<file path="src/rtl/useq_pkg.sv">
package useq_pkg;
  localparam int ADDR_W = 6;
  localparam int CTRL_W = 26;
  localparam int OPC_W  = 4;
  localparam int DEPTH  = 1 << ADDR_W;

  typedef enum logic [1:0] {
    TST_NONE   = 2'b00,
    TST_READY  = 2'b01,
    TST_BRANCH = 2'b10,
    TST_MODE   = 2'b11
  } tst_e;

  typedef struct packed {
    logic              dispatch;
    tst_e              tst;
    logic [ADDR_W-1:0] target;
    logic [CTRL_W-1:0] ctrl;
  } uword_t;

  localparam int CB_LOAD_BEN = 0;
  localparam int CB_DR_LINK  = 1;
  localparam int CB_SR1_LOW  = 2;
  localparam int TAG_LSB     = 20;

  localparam logic [ADDR_W-1:0] ST_FETCH    = 6'd18;
  localparam logic [ADDR_W-1:0] ST_MEMWAIT  = 6'd33;
  localparam logic [ADDR_W-1:0] ST_IRLOAD   = 6'd35;
  localparam logic [ADDR_W-1:0] ST_DECODE   = 6'd32;
  localparam logic [ADDR_W-1:0] ST_BR_TAKEN = 6'd22;
  localparam logic [ADDR_W-1:0] ST_LINK     = 6'd20;
  localparam logic [ADDR_W-1:0] ST_TRAPOUT  = 6'd40;
endpackage

</file>
<file path="src/rtl/useq_store.sv">
module useq_store
  import useq_pkg::*;
#(
  parameter int AW = ADDR_W
) (
  input  logic [AW-1:0] addr,
  output uword_t        word
);
  localparam int NW = 1 << AW;

  function automatic uword_t make_word(input int idx);
    uword_t w;
    w          = '0;
    w.tst      = TST_NONE;
    w.target   = ST_FETCH;
    w.ctrl[TAG_LSB +: ADDR_W] = ADDR_W'(idx);
    case (idx)
      18: w.target = ST_MEMWAIT;
      33: begin w.tst = TST_READY; w.target = ST_MEMWAIT; end
      35: w.target = ST_DECODE;
      32: begin w.dispatch = 1'b1; w.target = '0; w.ctrl[CB_LOAD_BEN] = 1'b1; end
      0:  w.tst = TST_BRANCH;
      1:  w.ctrl[CB_SR1_LOW] = 1'b1;
      4:  begin w.tst = TST_MODE; w.target = ST_LINK; end
      20, 21: w.ctrl[CB_DR_LINK] = 1'b1;
      10, 11: w.target = ST_TRAPOUT;
      default: ;
    endcase
    return w;
  endfunction

  uword_t rom [NW];

  for (genvar gi = 0; gi < NW; gi++) begin : g_rom
    assign rom[gi] = make_word(gi);
  end

  assign word = rom[addr];
endmodule

</file>
<file path="src/rtl/useq_ben.sv">
module useq_ben (
  input  logic       clk,
  input  logic       rst_n,
  input  logic       load,
  input  logic [2:0] mask,
  input  logic       cc_n,
  input  logic       cc_z,
  input  logic       cc_p,
  output logic       ben_q
);
  logic ben_eval;
  logic ben_d;

  always_comb begin
    ben_eval = (mask[2] & cc_n) | (mask[1] & cc_z) | (mask[0] & cc_p);
    ben_d    = load ? ben_eval : ben_q;
  end

  always_ff @(posedge clk or negedge rst_n) begin
    if (!rst_n) ben_q <= 1'b0;
    else        ben_q <= ben_d;
  end
endmodule

</file>
<file path="src/rtl/useq_next.sv">
module useq_next
  import useq_pkg::*;
#(
  parameter int AW = ADDR_W,
  parameter int OW = OPC_W
) (
  input  uword_t        cur,
  input  logic          mem_ready,
  input  logic          ben,
  input  logic          mode_bit,
  input  logic [OW-1:0] opcode,
  output logic [AW-1:0] nxt
);
  localparam int PAD = AW - OW;

  always_comb begin
    nxt = cur.target;
    if (cur.dispatch) begin
      nxt = {{PAD{1'b0}}, opcode};
    end else begin
      case (cur.tst)
        TST_READY:  nxt[1] = cur.target[1] | mem_ready;
        TST_BRANCH: nxt[2] = cur.target[2] | ben;
        TST_MODE:   nxt[0] = cur.target[0] | mode_bit;
        default:    ;
      endcase
    end
  end
endmodule

</file>
<file path="src/rtl/useq_top.sv">
module useq_top
  import useq_pkg::*;
(
  input  logic              clk,
  input  logic              rst_n,
  input  logic              mem_ready,
  input  logic [15:0]       ir,
  input  logic              cc_n,
  input  logic              cc_z,
  input  logic              cc_p,
  output logic [ADDR_W-1:0] upc,
  output logic [CTRL_W-1:0] ctrl_out,
  output logic              ben,
  output logic [2:0]        dr_sel,
  output logic [2:0]        sr1_sel
);
  logic              rs_meta;
  logic              rst_sync_n;
  logic [ADDR_W-1:0] upc_nxt;
  uword_t            cur;
  logic              unused_ir;

  assign unused_ir = ^ir[5:0];

  always_ff @(posedge clk or negedge rst_n) begin
    if (!rst_n) begin
      rs_meta    <= 1'b0;
      rst_sync_n <= 1'b0;
    end else begin
      rs_meta    <= 1'b1;
      rst_sync_n <= rs_meta;
    end
  end

  useq_store #(.AW(ADDR_W)) i_store (
    .addr (upc),
    .word (cur)
  );

  useq_ben i_ben (
    .clk   (clk),
    .rst_n (rst_sync_n),
    .load  (cur.ctrl[CB_LOAD_BEN]),
    .mask  (ir[11:9]),
    .cc_n  (cc_n),
    .cc_z  (cc_z),
    .cc_p  (cc_p),
    .ben_q (ben)
  );

  useq_next #(.AW(ADDR_W), .OW(OPC_W)) i_next (
    .cur       (cur),
    .mem_ready (mem_ready),
    .ben       (ben),
    .mode_bit  (ir[11]),
    .opcode    (ir[15:12]),
    .nxt       (upc_nxt)
  );

  always_ff @(posedge clk or negedge rst_sync_n) begin
    if (!rst_sync_n) upc <= ST_FETCH;
    else             upc <= upc_nxt;
  end

  always_comb begin
    ctrl_out = cur.ctrl;
    dr_sel   = cur.ctrl[CB_DR_LINK] ? 3'b111 : ir[11:9];
    sr1_sel  = cur.ctrl[CB_SR1_LOW] ? ir[8:6] : ir[11:9];
  end
endmodule

</file>
<file path="config.mk">
export PLATFORM = sky130hd
export DESIGN_NAME = useq_top
export DESIGN_NICKNAME = d
export VERILOG_FILES = /design/src/rtl/useq_pkg.sv /design/src/rtl/useq_store.sv /design/src/rtl/useq_ben.sv /design/src/rtl/useq_next.sv /design/src/rtl/useq_top.sv
export SDC_FILE = /design/constraint.sdc
export NUM_CORES = 1
export LEC_CHECK = 0
export BUFFER_PORTS_ARGS = -buffer_cell sky130_fd_sc_hd__buf_4
export CAP_MARGIN = 5
export CORE_MARGIN = 2
export CORE_UTILIZATION = 40
export CTS_CLUSTER_SIZE = 12
export DETAILED_ROUTE_END_ITERATION = 16
export GPL_TIMING_DRIVEN = 0
export PLACE_DENSITY = 0.76
export SYNTH_ARGS = -nofsm -noshare
export SYNTH_HDL_FRONTEND = slang
export SYNTH_HIERARCHICAL = 1
export SYNTH_SLANG_ARGS = --single-unit
export TNS_END_PERCENT = 10
</file>
<file path="constraint.sdc">
create_clock -name clk -period 1.6 [get_ports clk]
set_input_delay 0 -clock clk [delete_from_list [all_inputs] [get_ports clk]]
set_output_delay 0 -clock clk [all_outputs]
set_load 0.01 [all_outputs]
</file>
[Yosys cells after proc, flatten, opt, wreduce, memory -nomap -nowiden]
Memory sizes are Yosys's and may differ from the RTL's.
Index checks and enable logic that the tools add are counted.
Word-level totals
  bits of input ports: 22
  ROM bits: 2240
  word-level logic and storage cells: 27
  output and inout port bits: 39
  register bits: 9
  memories kept: 1
Memory list
  (no name shown): words 64, width 35, rd ports 1, clocked after memory_dff 0, write ports 0, RTL line useq_store.sv:38  | assign word = rom[addr];
Operators by class
  multiplexer cells: 9
  magnitude comparators: 1
  equality and inequality tests: 3
  bitwise logic cells: 9
Operators by type and width (number)
  $mux W35: 2
  $mux W3: 4
  $ge A7 B7 Y1 const B: 1
  $not A6 Y7: 1
  $or A1 B1 Y1: 5
  $eq A2 B2 Y1 const B: 2
  $and A1 B1 Y1: 3
  $mux W1: 3
  $eq A2 B1 Y1 const B: 1

[Depth between registers and ports, before layout]
Gate-level depths: netlist of run 1.
  word-level depth: 7
  depth in mapped cells: 7
  gate-level depth less buffers: 5

[Modules after synthesis]
The synthesis of run 1 kept the hierarchy.
Modules (own cells, without submodules)
  useq_store: times used 1, area each 417.9 um2, cells an instance 58, sequential area each 0.0 um2
  useq_top: times used 1, area each 259.0 um2, cells an instance 15, sequential area each 202.7 um2
  useq_next: times used 1, area each 102.6 um2, cells an instance 14, sequential area each 0.0 um2
  useq_ben: times used 1, area each 43.8 um2, cells an instance 4, sequential area each 25.0 um2

[Least setup slack after synthesis of run 1]
No wires, ideal clock.
  path type: flip-flop to flip-flop
  start: register upc[0]
  end: register upc[3]
  path slack: -604 ps
  path buffers: 2
  arrival: 2079 ps
  cell stages (with the launch flop): 6
  cells stage by stage: dfrtp_1 -> or2_2 -> nor4b_1 -> buf_4 -> buf_6 -> mux2_4
RTL lines
  from (decl): RTL line useq_top.sv:11  | output logic [ADDR_W-1:0] upc,
  from (signal assigned): RTL line useq_top.sv:62  | else upc <= upc_nxt;

[Worst setup path in the final report of run 1]
  start: register upc[1]
  end: output sr1_sel[2]
Between the ends
  longest elaborated chain between the ends: 5
Ends and longest elaborated chain
  $not A6 Y7 (implied by the code): RTL line useq_store.sv:38
  $mem_v2 Z64 W35
  $mux W35 (implied by the code) (2 in a row): RTL line useq_store.sv:38
  $mux W3: RTL line useq_top.sv:68  | sr1_sel = cur.ctrl[CB_SR1_LOW] ? ir[8:6] : ir[11:9];
  to (decl): RTL line useq_top.sv:15  | output logic [2:0] sr1_sel
No other way between the ends. The select of a mux whose other input is x is not followed.

==> flow_summary.json, run 1 <==
{
  "cts_root_buffer": "clkbuf_4",
  "rrSetupSlack_ps": -30,
  "initial_utilization": 0.424,
  "endpoint": "sr1_sel[2]",
  "p_per_area_nw_per_um2": 1300,
  "placementRows": 16,
  "synth_edf_count": 0,
  "pwr-share-clk": 0.089,
  "grt_pass1_wl_um": 3340,
  "finClkSkew_ps": 1.77,
  "path_class": "flip-flop to output pin",
  "ys_warn_count": 6,
  "drive_gt1_frac": 0.645,
  "drt-total-wl_um": 2300,
  "syn_area_sq_um": 823,
  "gp_congestion": 0.773,
  "hp-class": "input pin to flip-flop",
  "drt_iter0_drc": 13,
  "cts_buffer_depth": 2,
  "clk_latency_ps": 260,
  "synthCells": 91,
  "route.detailed.drc": 0,
  "status": "finished, violations left",
  "leakagePower_uw": 0.000763,
  "fin_crit_sh": 1.04,
  "yosysUniqueCellTypes": 36,
  "die_width_um": 49.4,
  "wl_per_cell_um": 11.9,
  "dp.cells": 171,
  "core_sq_um": 1940,
  "ant_nets": 0,
  "cap_violations": 0,
  "grtUsageMet1": 0.187,
  "rsz0062_at_grt": "yes",
  "syn_area_per_cell_sq_um": 9.05,
  "first_global_vias": 822,
  "port_buffers": 37,
  "seq_area_frac_synth": 0.277,
  "io_pins": 61,
  "viasPerCell": 4.69,
  "worstPathMaxFanout": 9,
  "overflow": 0,
  "finalNonFillerCells": 193,
  "reg2reg_depth": 5,
  "place_ws_ps": -216,
  "use_met3": 0.0583,
  "clkSlewWorstSetupHoldPaths_ps": 60,
  "num_vias": 906,
  "dieArea_sq_um": 2440,
  "sequentialPowerShare": 0.216,
  "synth_top_area_cell": "buf_4",
  "yosys-top-cells-area": "buf_4 24%, dfrtp_1 21%, dfstp_2 6.4%",
  "grt_use_met2": 0.331,
  "crit_path_end_kind": "output pin",
  "r2r_start": "upc[1]",
  "fin_ws_ps": -56.4,
  "p_int_uw": 1180,
  "insertedDiodeCount": 0,
  "hold_depth": 3,
  "yosys.cell_count.top_type": "buf_4",
  "ys_async_sr_fraction": 1.00,
  "yosys-top-cells-count": "26 x buf_4, 7 x dfrtp_1, 7 x nor2_1",
  "synth_flop_cell": "dfrtp_1",
  "area_delta_synth_final_pct": 78.6,
  "setup_viol": 7,
  "firstDrtPassIters": 4,
  "switchingPower_uw": 734,
  "timing.rr.end": "upc[3]",
  "die_y_um": 49.4,
  "swShare": 0.384,
  "dpl.hpwl_um": 1510,
  "min_period_ps": 1660,
  "drv_slew": 0,
  "violations": "setup timing",
  "final_nets": 189,
  "cts_tree": "done",
  "antenna_found_initial": 0,
  "combPwrFrac": 0.695,
  "numCtsBuffers": 3,
  "finalHoldViolCount": 0,
  "cp.arrival_ps": 1660,
  "busiest_layer": "met2",
  "cts.sinks": 9,
  "htreeDepth": 1,
  "peakVddDrop_mv": 1.13,
  "max_freq_mhz": 604,
  "grt_max_degree": 11,
  "critPathLaunchType": "flip-flop",
  "crit_required_ps": 1600,
  "synth-seq-cells": 9,
  "yosysTopAreaCellShare": 0.237,
  "crit_path_start": "upc[1]",
  "track_usage": 0.178
}
cell usage in the layout (no fill, tap or decap), drive strengths merged:
cell type | Yosys | final
buf | 28 | 78
conb | 2 | 18
nor2 | 7 | 7
dfrtp | 7 | 7
dlygate4sd3 | 0 | 5
a21oi | 5 | 5
mux2 | 4 | 4
or2 | 4 | 4
clkbuf | 0 | 4
nor4 | 3 | 3
nor3 | 3 | 3
and2b | 3 | 3
nor4b | 3 | 3
inv | 2 | 2
or2b | 2 | 2
dfstp | 2 | 2
a222oi | 1 | 1
a311oi | 1 | 1
nand3b | 1 | 1
nor2b | 1 | 1
nand2 | 1 | 1
mux2i | 1 | 1
o31ai | 1 | 1
and3b | 1 | 1
nand3 | 1 | 1
or3b | 1 | 1
a21o | 1 | 1
a211oi | 1 | 1
nand2b | 1 | 1
nor4bb | 1 | 1
a31oi | 1 | 1
and4b | 1 | 1
flip-flops by register name (all words and copies together) (netlist names):
register and flops:
rs_meta 1, i_ben/ben_q 1, rst_sync_n 1, upc 6
critical path, cell delays in order, from the launching register on:
cell and delay, ps:
dfstp_2 650, and4b_2 310, mux2_4 320, buf_6 120
timing repair:
| item | in CTS | in global routing |
|---|---|---|
| pin swaps | 3 | 2 |
| hold buffers | 5 | 0 |
| buffers inserted | 12 | 1 |
| gates cloned | 0 | 0 |
| hold endpoints to repair | 6 | 0 |
| endpoints found under the setup margin | 13 | 11 |
| gates resized for setup | 9 | 10 |
routing by layer:
layer / routed length (um) / vias to the layer above
met2: 1230 / 50
met4: 14 / 0
met5: 0 / -
met1: 840 / 430
met3: 215 / 4
li1: - / 422
per-stage QoR:
stage / total power [uW] / utilization / cell area, sq um / setup TNS [ps] / hold slack (ps)
after floorplan: 1100 / - / 902 / -479 / -296
after global placement: 1410 / 0.625 / 1210 / -535 / -218
after detailed placement: 1450 / 0.625 / 1210 / -715 / -217
after CTS: 1830 / 0.727 / 1410 / -188 / 6.53
after global routing: 2040 / 0.757 / 1470 / -662 / 27.4
final: 1910 / 0.757 / 1470 / -220 / 23.8
area by class of cell:
cell class / count / area (sq um)
clock buffer: 4 / 26.3
inverter: 2 / 7.51
tap: 27 / 33.8
multi-input combinational: 68 / 510
sequential: 9 / 230
buffer: 28 / 225
fill: 134 / 472
timing repair buffer: 55 / 437
power groups by stage:
stage	combinational, uW	clock (uW)	sequential, uW
4_1_cts	1250	176	404
2_1_floorplan	669	0	433
6_report	1330	171	413
3_3_place_gp	995	0	418
3_5_place_dp	1020	0	423
5_1_grt	1420	190	427
logic make-up (layout without fill, tap and decap cells):
logic type / after synthesis / in the layout / synth area share
AO/OA/AOI/OAI: 11 / 11 / 0.0988
buffers and inverters: 30 / 89 / 0.266
flip-flops: 9 / 9 / 0.277
multiplexers: 5 / 5 / 0.0714
other: 2 / 18 / 0.00912
AND/OR/NAND/NOR: 34 / 34 / 0.278
worst min-delay path by stage:
| stage | to | start |
|---|---|---|
| 5_1_grt | upc[1] | ir[13] |
| 2_1_floorplan | rs_meta | rst_n |
| 6_report | upc[1] | ir[13] |
| 4_1_cts | upc[1] | ir[13] |
| 3_5_place_dp | rst_sync_n | rst_n |
| 3_3_place_gp | rst_sync_n | rst_n |
(Power assumes the default switching activity.)
==> inputs of run 2 (changes only) <==
Settings changed: GPL_TIMING_DRIVEN 0 to 1.
==> flow_summary.json, run 2 (same netlist as run 1, synthesis figures left out) <==
{
  "critPathLaunchType": "flip-flop",
  "insertedDiodeCount": 0,
  "grt_use_met2": 0.291,
  "antenna_found_initial": 0,
  "finalHoldViolCount": 0,
  "io_pins": 61,
  "port_buffers": 37,
  "status": "finished, violations left",
  "p_per_area_nw_per_um2": 1400,
  "htreeDepth": 1,
  "rsz0062_at_grt": "yes",
  "grtUsageMet1": 0.200,
  "largest-register": "upc",
  "cts_tree": "done",
  "reg2reg_depth": 6,
  "peakVddDrop_mv": 0.970,
  "viasPerCell": 4.65,
  "cap_violations": 0,
  "fin_crit_sh": 1.03,
  "ant_nets": 0,
  "final_nets": 164,
  "num_vias": 781,
  "die_width_um": 49.4,
  "clk_latency_ps": 260,
  "min_period_ps": 1650,
  "fin_tns_setup_ps": -159,
  "area_delta_synth_final_pct": 50.0,
  "core_sq_um": 1940,
  "busiest_layer": "met2",
  "violations": "setup timing",
  "hp-class": "input pin to asynchronous set/reset pin",
  "cts_buffer_depth": 2,
  "worstPathMaxFanout": 6,
  "path_class": "flip-flop to output pin",
  "finClkSkew_ps": 3.24,
  "cts.sinks": 9,
  "path_cells": "buf_8 -> nor2_1 -> and4b_2 -> mux2_2 -> buf_4",
  "firstDrtPassIters": 4,
  "drt_iter0_drc": 6,
  "crit_required_ps": 1600,
  "grt_max_degree": 13,
  "grt_pass1_wl_um": 3280,
  "initial_utilization": 0.424,
  "numCtsBuffers": 3,
  "largest_reg_flops": 6,
  "wl_per_cell_um": 12.4,
  "final_cell_mix": "49 x buf_4, 18 x conb_1, 6 x dlygate4sd3_1, 6 x nor2_1",
  "setup_viol": 3,
  "crit_path_end_kind": "output pin",
  "fin_ws_ps": -53.7,
  "slowest_stage": "dfstp_2",
  "leakagePower_uw": 0.000607,
  "dieArea_sq_um": 2440,
  "drv_slew": 0,
  "overflow": 0,
  "use_met3": 0.0521,
  "drt-total-wl_um": 2090,
  "track_usage": 0.174,
  "placementRows": 16,
  "cp.arrival_ps": 1650,
  "die_y_um": 49.4,
  "dpl.hpwl_um": 1460,
  "cts_root_buffer": "clkbuf_4",
  "clkSlewWorstSetupHoldPaths_ps": 70,
  "hold_slack_ps": 42.6,
  "gp_congestion": 0.780,
  "n_fill_cell": 183,
  "drive_gt1_frac": 0.574,
  "cp_slowest_stage_delay_ps": 550,
  "route.detailed.drc": 0,
  "max_freq_mhz": 605,
  "first_global_vias": 746,
  "final_common_cell": "buf_4"
}
==> run 2: cell types whose count changed in the layout (fill, tap and decap cells not counted), moves of 2 or more <==
cell     before  now
buf_4        71   49
buf_6         7    1
mux2_2        0    3
mux2_4        4    1
nor4_1        0    2
nor4_2        3    1
nor4b_2       0    2
==> run 2: stage by stage <==
step                      power [uW]  area, sq um   util  std cells  setup slack, ps
after floorplan                 1100          902      -        107             -187
after global placement          1360         1080  0.555        153             79.3
after detailed placement        1400         1080  0.555        153             37.5
after CTS                       1630         1180  0.608        164            -66.4
after global routing            1850         1230  0.636        168            -94.3
final                           1730         1230  0.636        168            -53.7
==> run 2: final timing paths <==
check / from / endpoint / slack [ps]
worst max-delay path: upc[4] / sr1_sel[2] / -50
worst min-delay path: rst_n / rs_meta / 40
worst max register to register: upc[4] / upc[2] / 10
worst min register to register: rst_sync_n / upc[2] / 130
max in group asynchronous: rst_sync_n / upc[4] / 1170
min in group clk: cc_z / i_ben/ben_q / 50
==> run 2: final cells by class <==
cell class	instances	area, sq um	area share
inverter	2	7.51	0.00608
clock buffer	3	22.5	0.0182
clock inverter	1	5.00	0.00405
sequential	9	231	0.187
timing repair buffer	58	459	0.372
tap	27	33.8	0.0274
multi-input combinational	68	475	0.385
==> run 2: critical path, delay by kind of cell (launching register included) <==
kind,cells,cell delay (ps)
buffers and inverters,2,250
flip-flops,1,550
multiplexers,1,280
AND/OR/NAND/NOR,2,320
==> run 2: power breakdown <==
group          internal [uW]  switching (uW)
Clock                   92.4            86.6
Sequential               323            80.3
Combinational            617             528
==> run 2: routing by layer <==
layer | up-vias | part of all wire
met2 | 45 | 0.49
met4 | 0 | 0.035
met3 | 8 | 0.068
met5 | - | 0
met1 | 356 | 0.41
li1 | 372 | -
==> run 2: repair_timing <==
item	CTS	global route
gates cloned	0	0
hold buffers	6	0
setup endpoints to repair	7	12
pin swaps	2	2
gates resized for setup	3	6
setup buffers	1	4
endpoints found under the hold margin	6	0
==> inputs of run 3 (changes only) <==
Settings changed: RECOVER_POWER set to 100.
==> flow_summary.json, run 3 (same netlist as run 1, synthesis figures left out) <==
{
  "status": "finished, violations left",
  "violations": "setup timing",
  "ant_nets": 0,
  "dpl.hpwl_um": 1460,
  "first_global_vias": 746,
  "drt_iter0_drc": 6,
  "dieArea_sq_um": 2440,
  "fin_ws_ps": -53.4,
  "overflow": 0,
  "worstPathMaxFanout": 6,
  "drv_slew": 0,
  "drt-total-wl_um": 2080,
  "track_usage": 0.174,
  "insertedDiodeCount": 0,
  "area_delta_synth_final_pct": 49.1,
  "finClkSkew_ps": 2.79,
  "cts_buffer_depth": 2,
  "die_width_um": 49.4,
  "cp.arrival_ps": 1650,
  "clk_latency_ps": 260,
  "firstDrtPassIters": 4,
  "pwr-share-clk": 0.104,
  "crit_path_end_kind": "output pin",
  "critPathLaunchType": "flip-flop",
  "largest-register": "upc",
  "wl_per_cell_um": 12.4,
  "cts_tree": "done",
  "p_int_uw": 1020,
  "die_y_um": 49.4,
  "n_fill_cell": 185,
  "cts.sinks": 9,
  "crit_required_ps": 1600,
  "numCtsBuffers": 3,
  "core_sq_um": 1940,
  "finalHoldViolCount": 0,
  "antenna_found_initial": 0,
  "min_period_ps": 1650,
  "sequentialPowerShare": 0.235,
  "final_cell_mix": "47 x buf_4, 18 x conb_1, 6 x dlygate4sd3_1, 6 x nor2_1",
  "combPwrFrac": 0.661,
  "htreeDepth": 1,
  "switchingPower_uw": 692,
  "swShare": 0.404,
  "final_nets": 164,
  "route.detailed.drc": 0,
  "cap_violations": 0,
  "largest_reg_flops": 6,
  "grt_pass1_wl_um": 3280,
  "clkSlewWorstSetupHoldPaths_ps": 70,
  "peakVddDrop_mv": 0.965,
  "leakagePower_uw": 0.000600,
  "hp-class": "input pin to asynchronous set/reset pin",
  "placementRows": 16,
  "final_common_cell": "buf_4",
  "fin_crit_sh": 1.03,
  "grt_max_degree": 13,
  "cts_root_buffer": "clkbuf_4",
  "io_pins": 61,
  "drive_gt1_frac": 0.560,
  "max_freq_mhz": 605,
  "viasPerCell": 4.65,
  "fin_util": 0.632,
  "path_class": "flip-flop to output pin",
  "place_ws_ps": 37.5,
  "num_vias": 781,
  "rsz0062_at_grt": "yes",
  "port_buffers": 37,
  "initial_utilization": 0.424,
  "setup_viol": 3,
  "gp_congestion": 0.780,
  "p_per_area_nw_per_um2": 1400
}
## run 3: changes by cell type in the layout (fill, tap and decap cells not counted), sizes merged
cell	change
clkbuf	+2
buf	-2
## run 3: cell type report
| cell class | count | area [sq um] | area share |
|---|---|---|---|
| clock buffer | 3 | 22.5 | 0.0183 |
| clock inverter | 1 | 5.00 | 0.00408 |
| inverter | 2 | 7.51 | 0.00612 |
| multi-input combinational | 68 | 475 | 0.387 |
| sequential | 9 | 231 | 0.189 |
| tap | 27 | 33.8 | 0.0275 |
| timing repair buffer | 58 | 452 | 0.368 |
## run 3: worst paths after layout
check	from	endpoint	slack (ps)	cells past startpoint
setup / recovery	upc[4]	sr1_sel[2]	-50	5
hold / removal	rst_n	rs_meta	40	2
setup reg to reg	upc[4]	upc[2]	10	6
hold reg to reg	rst_sync_n	i_ben/ben_q	130	0
max in group asynchronous	rst_sync_n	upc[4]	1170	0
min in group clk	cc_z	i_ben/ben_q	50	3
## run 3: repair_timing
item                                   CTS  global route
endpoints found under the hold margin    6             0
gates cloned                             0             0
setup buffers                            1             4
pin swaps                                2             2
setup endpoints to repair                7            12
gates resized for setup                  3             6
hold buffers                             6             0
## run 3: metal layers
layer  part of all wire  track usage
met1               0.41        0.200
met5                  0            0
met4              0.035       0.0857
met2               0.49        0.291
met3              0.068       0.0521
## run 3: metrics by stage
step / cell area [sq um] / power (uW) / cells / setup TNS, ps / hold slack [ps]
after global placement: 1080 / 1360 / 153 / 0 / -217
final: 1230 / 1710 / 168 / -158 / 41.4
after detailed placement: 1080 / 1400 / 153 / 0 / -215
after global routing: 1230 / 1840 / 168 / -632 / 55.5
after CTS: 1180 / 1630 / 164 / -197 / 45.5
after floorplan: 902 / 1100 / 107 / -479 / -296
## run 3: power by group through the flow
| stage | combinational (uW) | clock, uW | sequential, uW |
|---|---|---|---|
| after floorplan | 669 | 0 | 433 |
| after global placement | 976 | 0 | 385 |
| after detailed placement | 1010 | 0 | 392 |
| after CTS | 1050 | 185 | 395 |
| after global routing | 1230 | 199 | 412 |
| final | 1130 | 179 | 402 |
## run 3: critical path: stages (launching register included)
cell and delay, ps:
dfstp_2 550, buf_8 110, nor2_1 40, and4b_2 280, mux2_2 280, buf_4 140
